## config.mk

```make
export PLATFORM = sky130hd
export DESIGN_NAME = gpio_bank_ctrl
export DESIGN_NICKNAME = d
export VERILOG_FILES = /design/src/rtl/gpio_bank_pkg.sv /design/src/rtl/gpio_pin_sync.sv /design/src/rtl/gpio_evt_detect.sv /design/src/rtl/gpio_bank_regs.sv /design/src/rtl/gpio_bank_ctrl.sv
export SDC_FILE = /design/constraint.sdc
export NUM_CORES = 1
export LEC_CHECK = 0
export BUFFER_PORTS_ARGS = -buffer_cell sky130_fd_sc_hd__buf_2
export CAP_MARGIN = 25
export CORE_ASPECT_RATIO = 0.7
export CORE_MARGIN = 8
export CORE_UTILIZATION = 59
export DETAILED_ROUTE_END_ITERATION = 10
export PLACE_DENSITY = 0.9
export SYNTH_ARGS = -nofsm -noshare
export SYNTH_HDL_FRONTEND = slang
export SYNTH_SLANG_ARGS = --single-unit
```

## constraint.sdc

```tcl
create_clock -name clk -period 3.3 [get_ports clk]
set_clock_uncertainty 0.05 [all_clocks]
set_input_delay 0.66 -clock clk [delete_from_list [all_inputs] [get_ports clk]]
set_output_delay 0.66 -clock clk [all_outputs]
set_load 0.05 [all_outputs]
```

## src/rtl/gpio_bank_pkg.sv

```systemverilog
package gpio_bank_pkg;
   localparam int unsigned WORD_BITS = 32;
   localparam int unsigned MAX_PINS  = 96;
   localparam int unsigned NFEAT     = 6;
   localparam int unsigned NCFG      = 5;

   typedef enum int unsigned {
      FT_OE   = 0,
      FT_DATA = 1,
      FT_IEN  = 2,
      FT_POL  = 3,
      FT_TYPE = 4,
      FT_STAT = 5
   } feat_e;

   function automatic bit windows_apart(input int unsigned a, input int unsigned b,
                                        input int unsigned span);
      return ((a + span) <= b) || ((b + span) <= a);
   endfunction
endpackage

```

## src/rtl/gpio_pin_sync.sv

```systemverilog
module gpio_pin_sync #(
   parameter int unsigned NPINS = 57
) (
   input  logic             clk,
   input  logic             rst_n,
   input  logic [NPINS-1:0] pad_in,
   output logic [NPINS-1:0] lvl,
   output logic [NPINS-1:0] lvl_d
);
   logic [NPINS-1:0] meta_q;

   always_ff @(posedge clk) begin
      if (!rst_n) begin
         meta_q <= '0;
         lvl    <= '0;
         lvl_d  <= '0;
      end else begin
         meta_q <= pad_in;
         lvl    <= meta_q;
         lvl_d  <= lvl;
      end
   end
endmodule

```

## src/rtl/gpio_evt_detect.sv

```systemverilog
module gpio_evt_detect #(
   parameter int unsigned NPINS = 57
) (
   input  logic [NPINS-1:0] lvl,
   input  logic [NPINS-1:0] lvl_d,
   input  logic [NPINS-1:0] pol,
   input  logic [NPINS-1:0] typ,
   output logic [NPINS-1:0] evt
);
   for (genvar i = 0; i < NPINS; i++) begin : g_pin
      logic act_now;
      logic act_old;
      assign act_now = lvl[i] ^ pol[i];
      assign act_old = lvl_d[i] ^ pol[i];
      assign evt[i]  = typ[i] ? (act_now & ~act_old) : act_now;
   end
endmodule

```

## src/rtl/gpio_bank_regs.sv

```systemverilog
module gpio_bank_regs
   import gpio_bank_pkg::*;
#(
   parameter int unsigned NPINS  = 57,
   parameter int unsigned ADDR_W = 9,
   parameter int unsigned FEAT_BASE [NFEAT] = '{32'h00, 32'h08, 32'h18, 32'h38, 32'h40, 32'h48}
) (
   input  logic              clk,
   input  logic              rst_n,
   input  logic              wr_en,
   input  logic              rd_en,
   input  logic [ADDR_W-1:0] addr,
   input  logic [31:0]       wdata,
   output logic [31:0]       rdata,
   input  logic [NPINS-1:0]  evt,
   output logic [NPINS-1:0]  oe,
   output logic [NPINS-1:0]  dout,
   output logic [NPINS-1:0]  ien,
   output logic [NPINS-1:0]  pol,
   output logic [NPINS-1:0]  typ,
   output logic [NPINS-1:0]  stat
);
   localparam int unsigned NWORDS = (NPINS + WORD_BITS - 1) / WORD_BITS;
   localparam int unsigned WA_W   = ADDR_W - 2;

   logic [NFEAT-1:0][NWORDS-1:0] hit;
   logic [NPINS-1:0] cfg_q [NCFG];
   logic [NPINS-1:0] stat_q;
   logic [NPINS-1:0] view [NFEAT];
   logic [NPINS-1:0] wsel [NFEAT];
   logic [NPINS-1:0] wval;
   logic [31:0]      rd_word;
   logic [31:0]      rdata_q;

   for (genvar f = 0; f < NFEAT; f++) begin : g_feat
      for (genvar w = 0; w < NWORDS; w++) begin : g_word
         assign hit[f][w] = (addr[1:0] == 2'b00) &&
                            (addr[ADDR_W-1:2] == WA_W'((FEAT_BASE[f] >> 2) + w));
      end
      for (genvar i = 0; i < NPINS; i++) begin : g_bit
         assign wsel[f][i] = wr_en && hit[f][i / WORD_BITS];
      end
   end

   for (genvar i = 0; i < NPINS; i++) begin : g_wval
      assign wval[i] = wdata[i % WORD_BITS];
   end

   for (genvar f = 0; f < NCFG; f++) begin : g_view
      assign view[f] = cfg_q[f];
   end
   assign view[FT_STAT] = stat_q;

   always_ff @(posedge clk) begin
      if (!rst_n) begin
         for (int f = 0; f < NCFG; f++) cfg_q[f] <= '0;
         stat_q <= '0;
      end else begin
         for (int f = 0; f < NCFG; f++)
            cfg_q[f] <= (cfg_q[f] & ~wsel[f]) | (wval & wsel[f]);
         stat_q <= (stat_q & ~(wsel[FT_STAT] & wval)) | evt;
      end
   end

   always_comb begin
      rd_word = '0;
      for (int f = 0; f < NFEAT; f++)
         for (int i = 0; i < NPINS; i++)
            if (hit[f][i / WORD_BITS]) rd_word[i % WORD_BITS] = rd_word[i % WORD_BITS] | view[f][i];
   end

   always_ff @(posedge clk) begin
      if (!rst_n) rdata_q <= '0;
      else        rdata_q <= rd_en ? rd_word : '0;
   end

   assign rdata = rdata_q;
   assign oe    = cfg_q[FT_OE];
   assign dout  = cfg_q[FT_DATA];
   assign ien   = cfg_q[FT_IEN];
   assign pol   = cfg_q[FT_POL];
   assign typ   = cfg_q[FT_TYPE];
   assign stat  = stat_q;
endmodule

```

## src/rtl/gpio_bank_ctrl.sv

```systemverilog
module gpio_bank_ctrl
   import gpio_bank_pkg::*;
#(
   parameter int unsigned NPINS  = 57,
   parameter int unsigned ADDR_W = 9,
   parameter int unsigned FEAT_BASE [NFEAT] = '{32'h00, 32'h08, 32'h18, 32'h38, 32'h40, 32'h48}
) (
   input  logic              clk,
   input  logic              rst_n,
   input  logic              wr_en,
   input  logic              rd_en,
   input  logic [ADDR_W-1:0] addr,
   input  logic [31:0]       wdata,
   output logic [31:0]       rdata,
   input  logic [NPINS-1:0]  pad_in,
   output logic [NPINS-1:0]  pad_out,
   output logic [NPINS-1:0]  pad_oe,
   output logic              irq
);
   localparam int unsigned NWORDS = (NPINS + WORD_BITS - 1) / WORD_BITS;
   localparam int unsigned SPAN   = NWORDS * 4;

   if (NPINS < 1 || NPINS > MAX_PINS) begin : g_bad_npins
      $error("gpio_bank_ctrl: NPINS out of range");
   end
   for (genvar a = 0; a < NFEAT; a++) begin : g_chk_a
      if ((FEAT_BASE[a] % 4) != 0 || (FEAT_BASE[a] + SPAN) > (1 << ADDR_W)) begin : g_bad_base
         $error("gpio_bank_ctrl: feature base misaligned or beyond address space");
      end
      for (genvar b = a + 1; b < NFEAT; b++) begin : g_chk_b
         if (!windows_apart(FEAT_BASE[a], FEAT_BASE[b], SPAN)) begin : g_overlap
            $error("gpio_bank_ctrl: feature windows overlap for this pin count");
         end
      end
   end

   logic [NPINS-1:0] lvl, lvl_d, evt;
   logic [NPINS-1:0] pol_q, typ_q, ien_q, stat_q;
   logic             irq_q;

   gpio_pin_sync #(.NPINS(NPINS)) u_sync (
      .clk(clk), .rst_n(rst_n), .pad_in(pad_in), .lvl(lvl), .lvl_d(lvl_d)
   );

   gpio_evt_detect #(.NPINS(NPINS)) u_det (
      .lvl(lvl), .lvl_d(lvl_d), .pol(pol_q), .typ(typ_q), .evt(evt)
   );

   gpio_bank_regs #(.NPINS(NPINS), .ADDR_W(ADDR_W), .FEAT_BASE(FEAT_BASE)) u_regs (
      .clk(clk), .rst_n(rst_n), .wr_en(wr_en), .rd_en(rd_en), .addr(addr),
      .wdata(wdata), .rdata(rdata), .evt(evt), .oe(pad_oe), .dout(pad_out),
      .ien(ien_q), .pol(pol_q), .typ(typ_q), .stat(stat_q)
   );

   always_ff @(posedge clk) begin
      if (!rst_n) irq_q <= 1'b0;
      else        irq_q <= |(stat_q & ien_q);
   end

   assign irq = irq_q;
endmodule

```

==> qor.yml, run 1 <==
worst_hold_path:
  min_from: "pad_in[11]"
  hold_end: "u_sync.meta_q[11]"
  hold_path_depth: 2
  hold_class: "primary input to flip-flop"
placement:
  gp_congestion: 0.980
  io_buffers: 248
  pre_cts_slack_ps: 387
  hpwl_mm: 53.5
cts:
  cts_max_level: 2
  cts_root_buffer: "clkbuf_16"
  cts_tree: "yes"
  cts_setup_buffers: 0
  clk_latency_ps: 580
  cts_made_buffers: 49
  postCtsResizedCells: 0
  cts_hold_buffers: 0
  cts_buffer_depth: 3
  clock_sinks: 546
  path_clk_slew_ps: 60
yosys:
  synth_edf_count: 0
  synth_top_family_by_area: "simple AND/OR/NAND/NOR gates"
  yosysSeqAreaShare_pct: 47.7
  synth_mux_area_share_pct: 7.69
  avgSynthCellArea_um2: 9.19
  synth-compound-area-share_pct: 18.1
  synthFlopType: "dfxtp_1"
  synth_simple_gate_area_share_pct: 22.9
  synth_cell_types: 52
  async_reset_ff_share_pct: 0
  synth_fp_nets: 2596
  syn-instance-count: 2494
  synthAdderAreaFrac_pct: 0
  ys_warn_count: 0
  synth_xor_area_share_pct: 0
  syn_area_um2: 22900
  ys_seq_elements: 546
routing:
  drt-total-wl_mm: 77.5
  dr_total_vias: 20300
  wire_per_inst_um: 23.8
  antenna_left: 0
  drtIter0Drc: 3190
  viasPerCell: 6.23
  drt_first_pass_iters: 6
  post-route-drc-count: 0
power_and_ir_drop:
  p_per_area_nw_per_um2: 507
  p_total_uw: 13400
  leakagePower_uw: 0.0103
  ir_drop_mv: 0.357
global_route:
  antenna_found_initial: 4
  track_usage_pct: 32.4
  grt_pass1_wl_mm: 116
  grt_max_degree: 155
  grt_overflow: 0
  grt_pass1_vias: 19600
cells_and_area:
  nets: 2787
  layout_common_cells: "652 x nand2_1, 546 x dfxtp_1, 246 x buf_2"
  regArea_um2: 10900
  drive_gt1_share_pct: 20.0
  fillers: 2851
  synthToLayoutAreaGrowth_pct: 15.3
  final_common_cell: "nand2_1"
  multiInputGateArea_um2: 11200
critical_path:
  worstPathMaxFanout: 29
  rrSetupSlack_ps: 1260
  crit_type: "primary input to flip-flop"
  end_kind: "flip-flop"
  start_kind: "primary input"
  required_ps: 3710
  cp.arrival_ps: 2780
  reg2regPathDepth: 4
  r2r-start: "u_regs.stat[45]"
  r2r-end: "irq"
floorplanning:
  die_y_um: 181
  initial_core_util_pct: 59.7
  fp.dieArea_um2: 45500
  coreArea_um2: 38400
  io_pins: 249
  rows: 60
  die_x_um: 252
sta:
  whs_ps: 228
  slew_viol_final: 0
  fin_crit_ps: 2370
  relSlewSlack_pct: 21.2
  timing.setup.tns_ps: 0
  finalHoldViolations: 0
  setup_slack_ps: 930
  tightest_slew_ps: 1180
  finalCritPeriodShare_pct: 71.8
  rsz0062_at_grt: "false"
  fmax_mhz: 422
  setup_viol: 0
flow_run:
  cap_violations: 0
outcome:
  outcome: "complete, no violations"
## cells in the mapped netlist (all sizes together), types with 25 or more instances
master | n | area [um^2]
nor2b | 84 | 526
a22o | 34 | 298
nand2 | 652 | 2450
and2 | 172 | 1080
mux2i | 41 | 410
mux4 | 26 | 586
clkbuf | 140 | 526
nor2 | 65 | 246
a21boi | 317 | 2450
dfxtp | 546 | 10900
nor3b | 58 | 435
a22oi | 39 | 293
a21oi | 25 | 125
o31a | 57 | 499
mux2 | 68 | 766
buf | 51 | 293
## power breakdown
part	internal [uW]	switching [uW]
Clock	3410	2520
Combinational	260	373
Sequential	6710	107
## worst max-delay path, stage by stage
cell and delay (ps):
buf_2 110, or4_4 810, nor4_4 330, buf_4 420
a21boi_2 100, o31a_1 310
## logic make-up after synthesis
| family | after synthesis |
|---|---|
| AOI/OAI and AO/OA | 530 |
| buffers and inverters | 193 |
| DFF | 546 |
| muxes | 135 |
| and+or+nand+nor | 1090 |
## cell type report
| class | instances | area share, % |
|---|---|---|
| Sequential cell | 546 | 41.4 |
| Inverter | 2 | 0.0284 |
| Timing Repair Buffer | 331 | 7.34 |
| Clock buffer | 75 | 5.63 |
| Antenna cell | 2 | 0.0190 |
| Tap cell | 527 | 2.50 |
| Clock inverter | 15 | 0.678 |
| Multi-Input combinational cell | 1755 | 42.4 |
## stage by stage
| step | area (um^2) | instances | util [%] |
|---|---|---|---|
| 5_1_grt | 26400 | 3253 | 68.8 |
| 2_1_floorplan | 22900 | 2494 | - |
| 4_1_cts | 26400 | 3251 | 68.8 |
| 3_3_place_gp | 24700 | 3161 | 64.5 |
| 6_report | 26400 | 3253 | 68.8 |
| 3_5_place_dp | 24700 | 3161 | 64.5 |
## worst max-delay path by stage
stage	start	to
2_1_floorplan	addr[7]	u_regs.stat[21]
3_3_place_gp	addr[7]	u_regs.stat[5]
3_5_place_dp	addr[7]	u_regs.stat[2]
4_1_cts	addr[7]	u_regs.stat[7]
5_1_grt	addr[7]	u_regs.stat[1]
6_report	addr[7]	u_regs.stat[7]
## routing by layer
metal | vias to the layer above | part of all wire [%] | track usage [%]
li1 | 8871 | - | -
met1 | 9661 | 39 | 43.1
met2 | 1435 | 42 | 48.0
met3 | 302 | 14 | 9.16
met4 | 4 | 5.2 | 15.7
met5 | - | 0.074 | 0
Power figures use the tool's default switching activity.
==> run 2: changes to the inputs <==
==> constraint.sdc (replaced) <==
create_clock -name clk -period 2.4 [get_ports clk]
set_clock_uncertainty 0.05 [all_clocks]
set_input_delay 0.48 -clock clk [delete_from_list [all_inputs] [get_ports clk]]
set_output_delay 0.48 -clock clk [all_outputs]
set_load 0.05 [all_outputs]
==> qor.yml, run 2 (synthesis results as in run 1) <==
outcome:
  outcome: "complete, no violations"
sta:
  fmax_mhz: 489
  whs_ps: 54.8  # -173 ps
  rsz0062_at_grt: "false"
  slew_viol_final: 0  # unchanged
  finalCritPeriodShare_pct: 85.2
  setup_viol: 0  # unchanged
  relSlewSlack_pct: 58.4  # +37 points
  finalHoldViolations: 0  # unchanged
  fin_crit_ps: 2040
  timing.setup.tns_ps: 0  # unchanged
  setup_slack_ps: 356  # -574 ps
  tightest_slew_ps: 625  # -555 ps
worst_hold_path:
  hold_class: "primary input to flip-flop"
cells_and_area:
  drive_gt1_share_pct: 21.3  # +1.2 points
  finalInstanceArea_um2: 27000  # +2.4%
  final_common_cell: "nand2_1"
  layout_common_cells: "652 x nand2_1, 546 x dfxtp_1, 246 x buf_2"
  synthToLayoutAreaGrowth_pct: 18.0
  nets: 2824  # +1.3%
cts:
  cts_setup_buffers: 0  # unchanged
  cts_root_buffer: "clkbuf_16"
  clk_latency_ps: 570  # about the same
  cts_max_level: 2  # unchanged
  cts_hold_buffers: 0  # unchanged
  clock_sinks: 546  # unchanged
  cts_buffer_depth: 3  # unchanged
  cts_tree: "yes"
  postCtsResizedCells: 0  # unchanged
  cts_made_buffers: 50  # +2.0%
  path_clk_slew_ps: 70  # about the same
critical_path:
  crit_type: "flip-flop to flip-flop"
  end_kind: "flip-flop"
  worstPathMaxFanout: 3  # -90%
  start_kind: "flip-flop"
  crit_path_max_incr_delay_ps: 640  # -170 ps
  path_cells: "a222oi_1, nand4_1, o41a_1"
  required_ps: 2790  # -920 ps
  crit_slowest_cell: "a222oi_1"
  cp.arrival_ps: 2440  # -340 ps
power_and_ir_drop:
  p_per_area_nw_per_um2: 698  # +38%
  swShare_pct: 22.3  # -0.12 points
  leakagePower_uw: 0.0106  # +2.8%
  netSwitchingPower_uw: 4200  # +40%
  p_int_uw: 14700  # +41%
  ir_drop_mv: 0.514  # +44%
  clkPwrFrac_pct: 45.4  # +1.1 points
  seqPwrFrac_pct: 49.7  # -1.3 points
  comb_power_share_pct: 4.8  # about the same
routing:
  dr_total_vias: 20300  # +0.21%
  wire_per_inst_um: 23.9  # +0.25%
  drtIter0Drc: 2583  # -19%
  drt_first_pass_iters: 6  # unchanged
  antenna_left: 0  # unchanged
  viasPerCell: 6.17  # -0.92%
  post-route-drc-count: 0  # unchanged
  drt-total-wl_mm: 78.6  # +1.4%
global_route:
  grt_max_degree: 102  # -34%
  grt_overflow: 0  # unchanged
  grt_pass1_wl_mm: 119  # +2.0%
  antenna_found_initial: 4  # unchanged
  track_usage_pct: 33.2  # +0.79 points
  grt_pass1_vias: 19800  # +0.88%
placement:
  pre_cts_slack_ps: -142  # -529 ps
  hpwl_mm: 55.3  # +3.3%
  gp_congestion: 1.01  # +2.6%
  io_buffers: 248  # unchanged
  place_area_um2: 25200  # +2.1%
floorplanning:
  die_x_um: 252  # unchanged
  initial_core_util_pct: 59.7  # unchanged
  coreArea_um2: 38400  # unchanged
  io_pins: 249  # unchanged
  rows: 60  # unchanged
  fp.dieArea_um2: 45500  # unchanged
  die_y_um: 181  # unchanged
flow_run:
  cap_violations: 0  # unchanged
## run 2: cell types whose count changed in the layout (fill, tap and decap cells not counted), moves of 3 or more
cell | before | now
clkinvlp_4 | 0 | 4
bufinv_16 | 4 | 7
buf_4 | 79 | 96
clkbuf_1 | 12 | 8
clkinv_2 | 10 | 7
buf_12 | 5 | 24
## run 2: path summary, 6_finish.rpt
path | endpoint | slack, ps | cells past startpoint | start
max | irq | 360 | 3 | flip-flop
min | u_sync.meta_q[54] | 50 | 2 | pad_in[54]
max reg2reg | irq | 360 | 3 | flip-flop
min reg2reg | u_sync.lvl[22] | 380 | 1 | u_sync.meta_q[22]
## run 2: power by group through the flow
stage,Combinational [uW],Clock (uW),Sequential (uW)
5_1_grt,962,9000,9380
2_1_floorplan,555,0,9500
3_3_place_gp,866,0,9560
6_report,914,8570,9380
3_5_place_dp,885,0,9570
4_1_cts,891,8610,9370
## run 2: layout make-up
type                    instances  area, um^2
fillers                      2822       11300
multi-input cells            1755       11200
flip-flops and latches        546       10900
repair buffers                367        2450
clock buffers                  71        1470
well taps                     527         659
clock inverters                21         309
inverters                       2        7.51
diodes                          1        2.50
## run 2: critical path, delay by kind of cell, from the launching register on
family | cells | cell delay, ps
AO/OA/AOI/OAI | 2 | 1130
flip-flops | 1 | 450
AND/OR/NAND/NOR | 1 | 290
## run 2: per-layer routing
metal	wire length [um]	GRT usage, %	part of all wire [%]
met4	3420	14.8	4.4
met5	53	0	0.067
met3	10200	8.46	13
met2	33900	50.0	43
met1	31000	44.5	39
## run 2: per-stage QoR
stage | util, % | cells | total power [uW]
2_1_floorplan | - | 2494 | 10100
3_3_place_gp | 65.8 | 3197 | 10400
3_5_place_dp | 65.8 | 3197 | 10500
4_1_cts | 70.4 | 3289 | 18900
5_1_grt | 70.4 | 3290 | 19300
6_report | 70.4 | 3290 | 18900
==> run 3: changes to the inputs <==
--- a/config.mk
+++ b/config.mk
@@ -11,6 +11,7 @@
 export CORE_MARGIN = 8
 export CORE_UTILIZATION = 59
 export DETAILED_ROUTE_END_ITERATION = 10
+export GPL_TIMING_DRIVEN = 0
 export PLACE_DENSITY = 0.9
 export SYNTH_ARGS = -nofsm -noshare
 export SYNTH_HDL_FRONTEND = slang
==> constraint.sdc (replaced) <==
create_clock -name clk -period 2.35 [get_ports clk]
set_clock_uncertainty 0.05 [all_clocks]
set_input_delay 0.47 -clock clk [delete_from_list [all_inputs] [get_ports clk]]
set_output_delay 0.47 -clock clk [all_outputs]
set_load 0.05 [all_outputs]
==> qor.yml, run 3 (synthesis results as in run 1) <==
sta:
  relSlewSlack_pct: 20.7  # -38 points
  finalCritPeriodShare_pct: 107
  setup_slack_ps: -157  # -513 ps
  fin_crit_ps: 2510
  fmax_mhz: 399
  rsz0062_at_grt: "true"
  tightest_slew_ps: 1190  # +565 ps
  timing.setup.tns_ps: -618  # -618 ps
  setup_viol: 12  # +12
  finalHoldViolations: 0  # unchanged
  slew_viol_final: 0  # unchanged
cells_and_area:
  final_util_pct: 70.2  # -0.25 points
  nets: 2917  # +3.3%
  drive_gt1_share_pct: 19.8  # -1.5 points
  layout_common_cells: "652 x nand2_1, 546 x dfxtp_1, 273 x buf_2"
  multiInputGateArea_um2: 11200  # +0.29%
  fillers: 2921  # +3.5%
  finalInstanceArea_um2: 26900  # -0.36%
  synthToLayoutAreaGrowth_pct: 17.5
  final_cell_count_no_fill: 3385  # +2.9%
  regArea_um2: 10900  # unchanged
  final_common_cell: "nand2_1"
critical_path:
  required_ps: 2690  # -100 ps
  crit_slowest_cell: "buf_1"
  end_kind: "flip-flop"
  critPathLaunch: "addr[5]"
  crit_type: "primary input to flip-flop"
  start_kind: "primary input"
  crit_path_max_incr_delay_ps: 790  # +150 ps
  worstPathMaxFanout: 10  # +7
  path_cells: "buf_2, clkbuf_1, or3_1, buf_1, o2bb2ai_1, a22oi_1, a31oi_2"
  cp.arrival_ps: 2850  # +410 ps
power_and_ir_drop:
  p_int_uw: 14700  # +0.47%
  comb_power_share_pct: 6.0  # +1.2 points
  leakagePower_uw: 0.0105  # -0.82%
  ir_drop_mv: 0.659  # +28%
  p_per_area_nw_per_um2: 722  # +3.5%
  swShare_pct: 24.3  # +2.0 points
  seqPwrFrac_pct: 49.3  # -0.4 points
  netSwitchingPower_uw: 4720  # +12%
  clkPwrFrac_pct: 44.7  # -0.7 points
floorplanning:
  die_x_um: 252  # unchanged
  io_pins: 249  # unchanged
  initial_core_util_pct: 59.7  # unchanged
  coreArea_um2: 38400  # unchanged
  fp.dieArea_um2: 45500  # unchanged
  rows: 60  # unchanged
  die_y_um: 181  # unchanged
routing:
  wire_per_inst_um: 29.8  # +25%
  viasPerCell: 6.50  # +5.2%
  route.met3.wl_mm: 15.9  # +56%
  wl_met2_mm: 41.4  # +22%
  post-route-drc-count: 0  # unchanged
  antenna_left: 0  # unchanged
  drt-total-wl_mm: 101  # +28%
  drt_first_pass_iters: 8  # +2
  dr_total_vias: 22000  # +8.3%
  top_layer_used: "met5"
  drt-met1-wl_mm: 37.5  # +21%
  drtIter0Drc: 3501  # +36%
cts:
  cts_made_buffers: 50  # unchanged
  path_clk_slew_ps: 60  # about the same
  cts_tree: "yes"
  clk_latency_ps: 610  # +40 ps
  cts_buffer_depth: 3  # unchanged
  clock_sinks: 546  # unchanged
  cts_root_buffer: "clkbuf_16"
  cts_max_level: 2  # unchanged
  cts_hold_buffers: 0  # unchanged
placement:
  hpwl_mm: 73.3  # +33%
  place_area_um2: 24900  # -1.2%
  io_buffers: 245  # -1.2%
  pre_cts_slack_ps: -1310  # -1170 ps
  gp_congestion: 1.06  # +5.0%
  dp.cells: 3275  # +2.4%
global_route:
  grt_overflow: 0  # unchanged
  grt_max_degree: 16  # -84%
  track_usage_pct: 42.4  # +9.2 points
  grt_pass1_vias: 20900  # +5.5%
  grt_pass1_wl_mm: 143  # +20%
  antenna_found_initial: 6  # +2
flow_run:
  cap_violations: 0  # unchanged
worst_hold_path:
  hold_class: "primary input to flip-flop"
  min_from: "pad_in[43]"
outcome:
  outcome: "finished, violations left"
  violations: "negative setup slack"
run 3: changes by cell type in the layout (fill, tap and decap cells not counted), sizes merged:
| cell | before | now |
|---|---|---|
| inv | 3 | 4 |
| buf | 367 | 319 |
| clkbuf | 71 | 214 |
| diode | 1 | 3 |
| bufinv | 7 | 4 |
run 3: final cells by class:
type / count / area share (%)
multi-input cells: 1755 / 41.7
flip-flops and latches: 546 / 40.6
clock buffers: 73 / 5.60
repair buffers: 270 / 5.58
plain buffers: 190 / 3.23
well taps: 527 / 2.45
clock inverters: 19 / 0.790
inverters: 2 / 0.0279
diodes: 3 / 0.0279
run 3: path summary, 6_finish.rpt:
path / endpoint / slack, ps / cells after the start
hold reg to reg: u_sync.lvl[52] / 370 / 1
hold / removal: u_sync.meta_q[43] / 20 / 2
setup / recovery: u_regs.rdata[22] / -160 / 7
setup reg to reg: irq / 240 / 4
run 3: power by group through the flow:
stage | combinational [uW] | clock, uW | sequential [uW]
floorplan | 566 | 0 | 9700
detailed placement | 1070 | 0 | 9780
finish | 1160 | 8690 | 9590
global route | 1170 | 9000 | 9590
global placement | 1030 | 0 | 9780
CTS | 1100 | 8600 | 9580
run 3: repair_timing:
| action | in CTS | in global routing |
|---|---|---|
| pin swaps | 8 | 1 |
| buffers inserted | 13 | 2 |
| setup endpoints to repair | 240 | 41 |
| resized for setup | 32 | 27 |
run 3: per-layer routing:
layer  GRT usage, %  vias to the layer above
met5              0                        -
met1           56.0                    10500
met4           20.2                        6
met3           14.5                      441
li1               -                     9142
met2           61.7                     1893
run 3: critical path: cells and delay by family:
kind            cells  cell delay, ps
simple gates        1             250
compound gates      3             730
buf+inv             3            1380
run 3: through the flow:
step | total power, uW | hold slack, ps
after detailed placement | 10900 | 369
final | 19400 | 21.7
after floorplan | 10300 | 362
after global placement | 10800 | 365
after global routing | 19800 | 21.6
after CTS | 19300 | 17.9
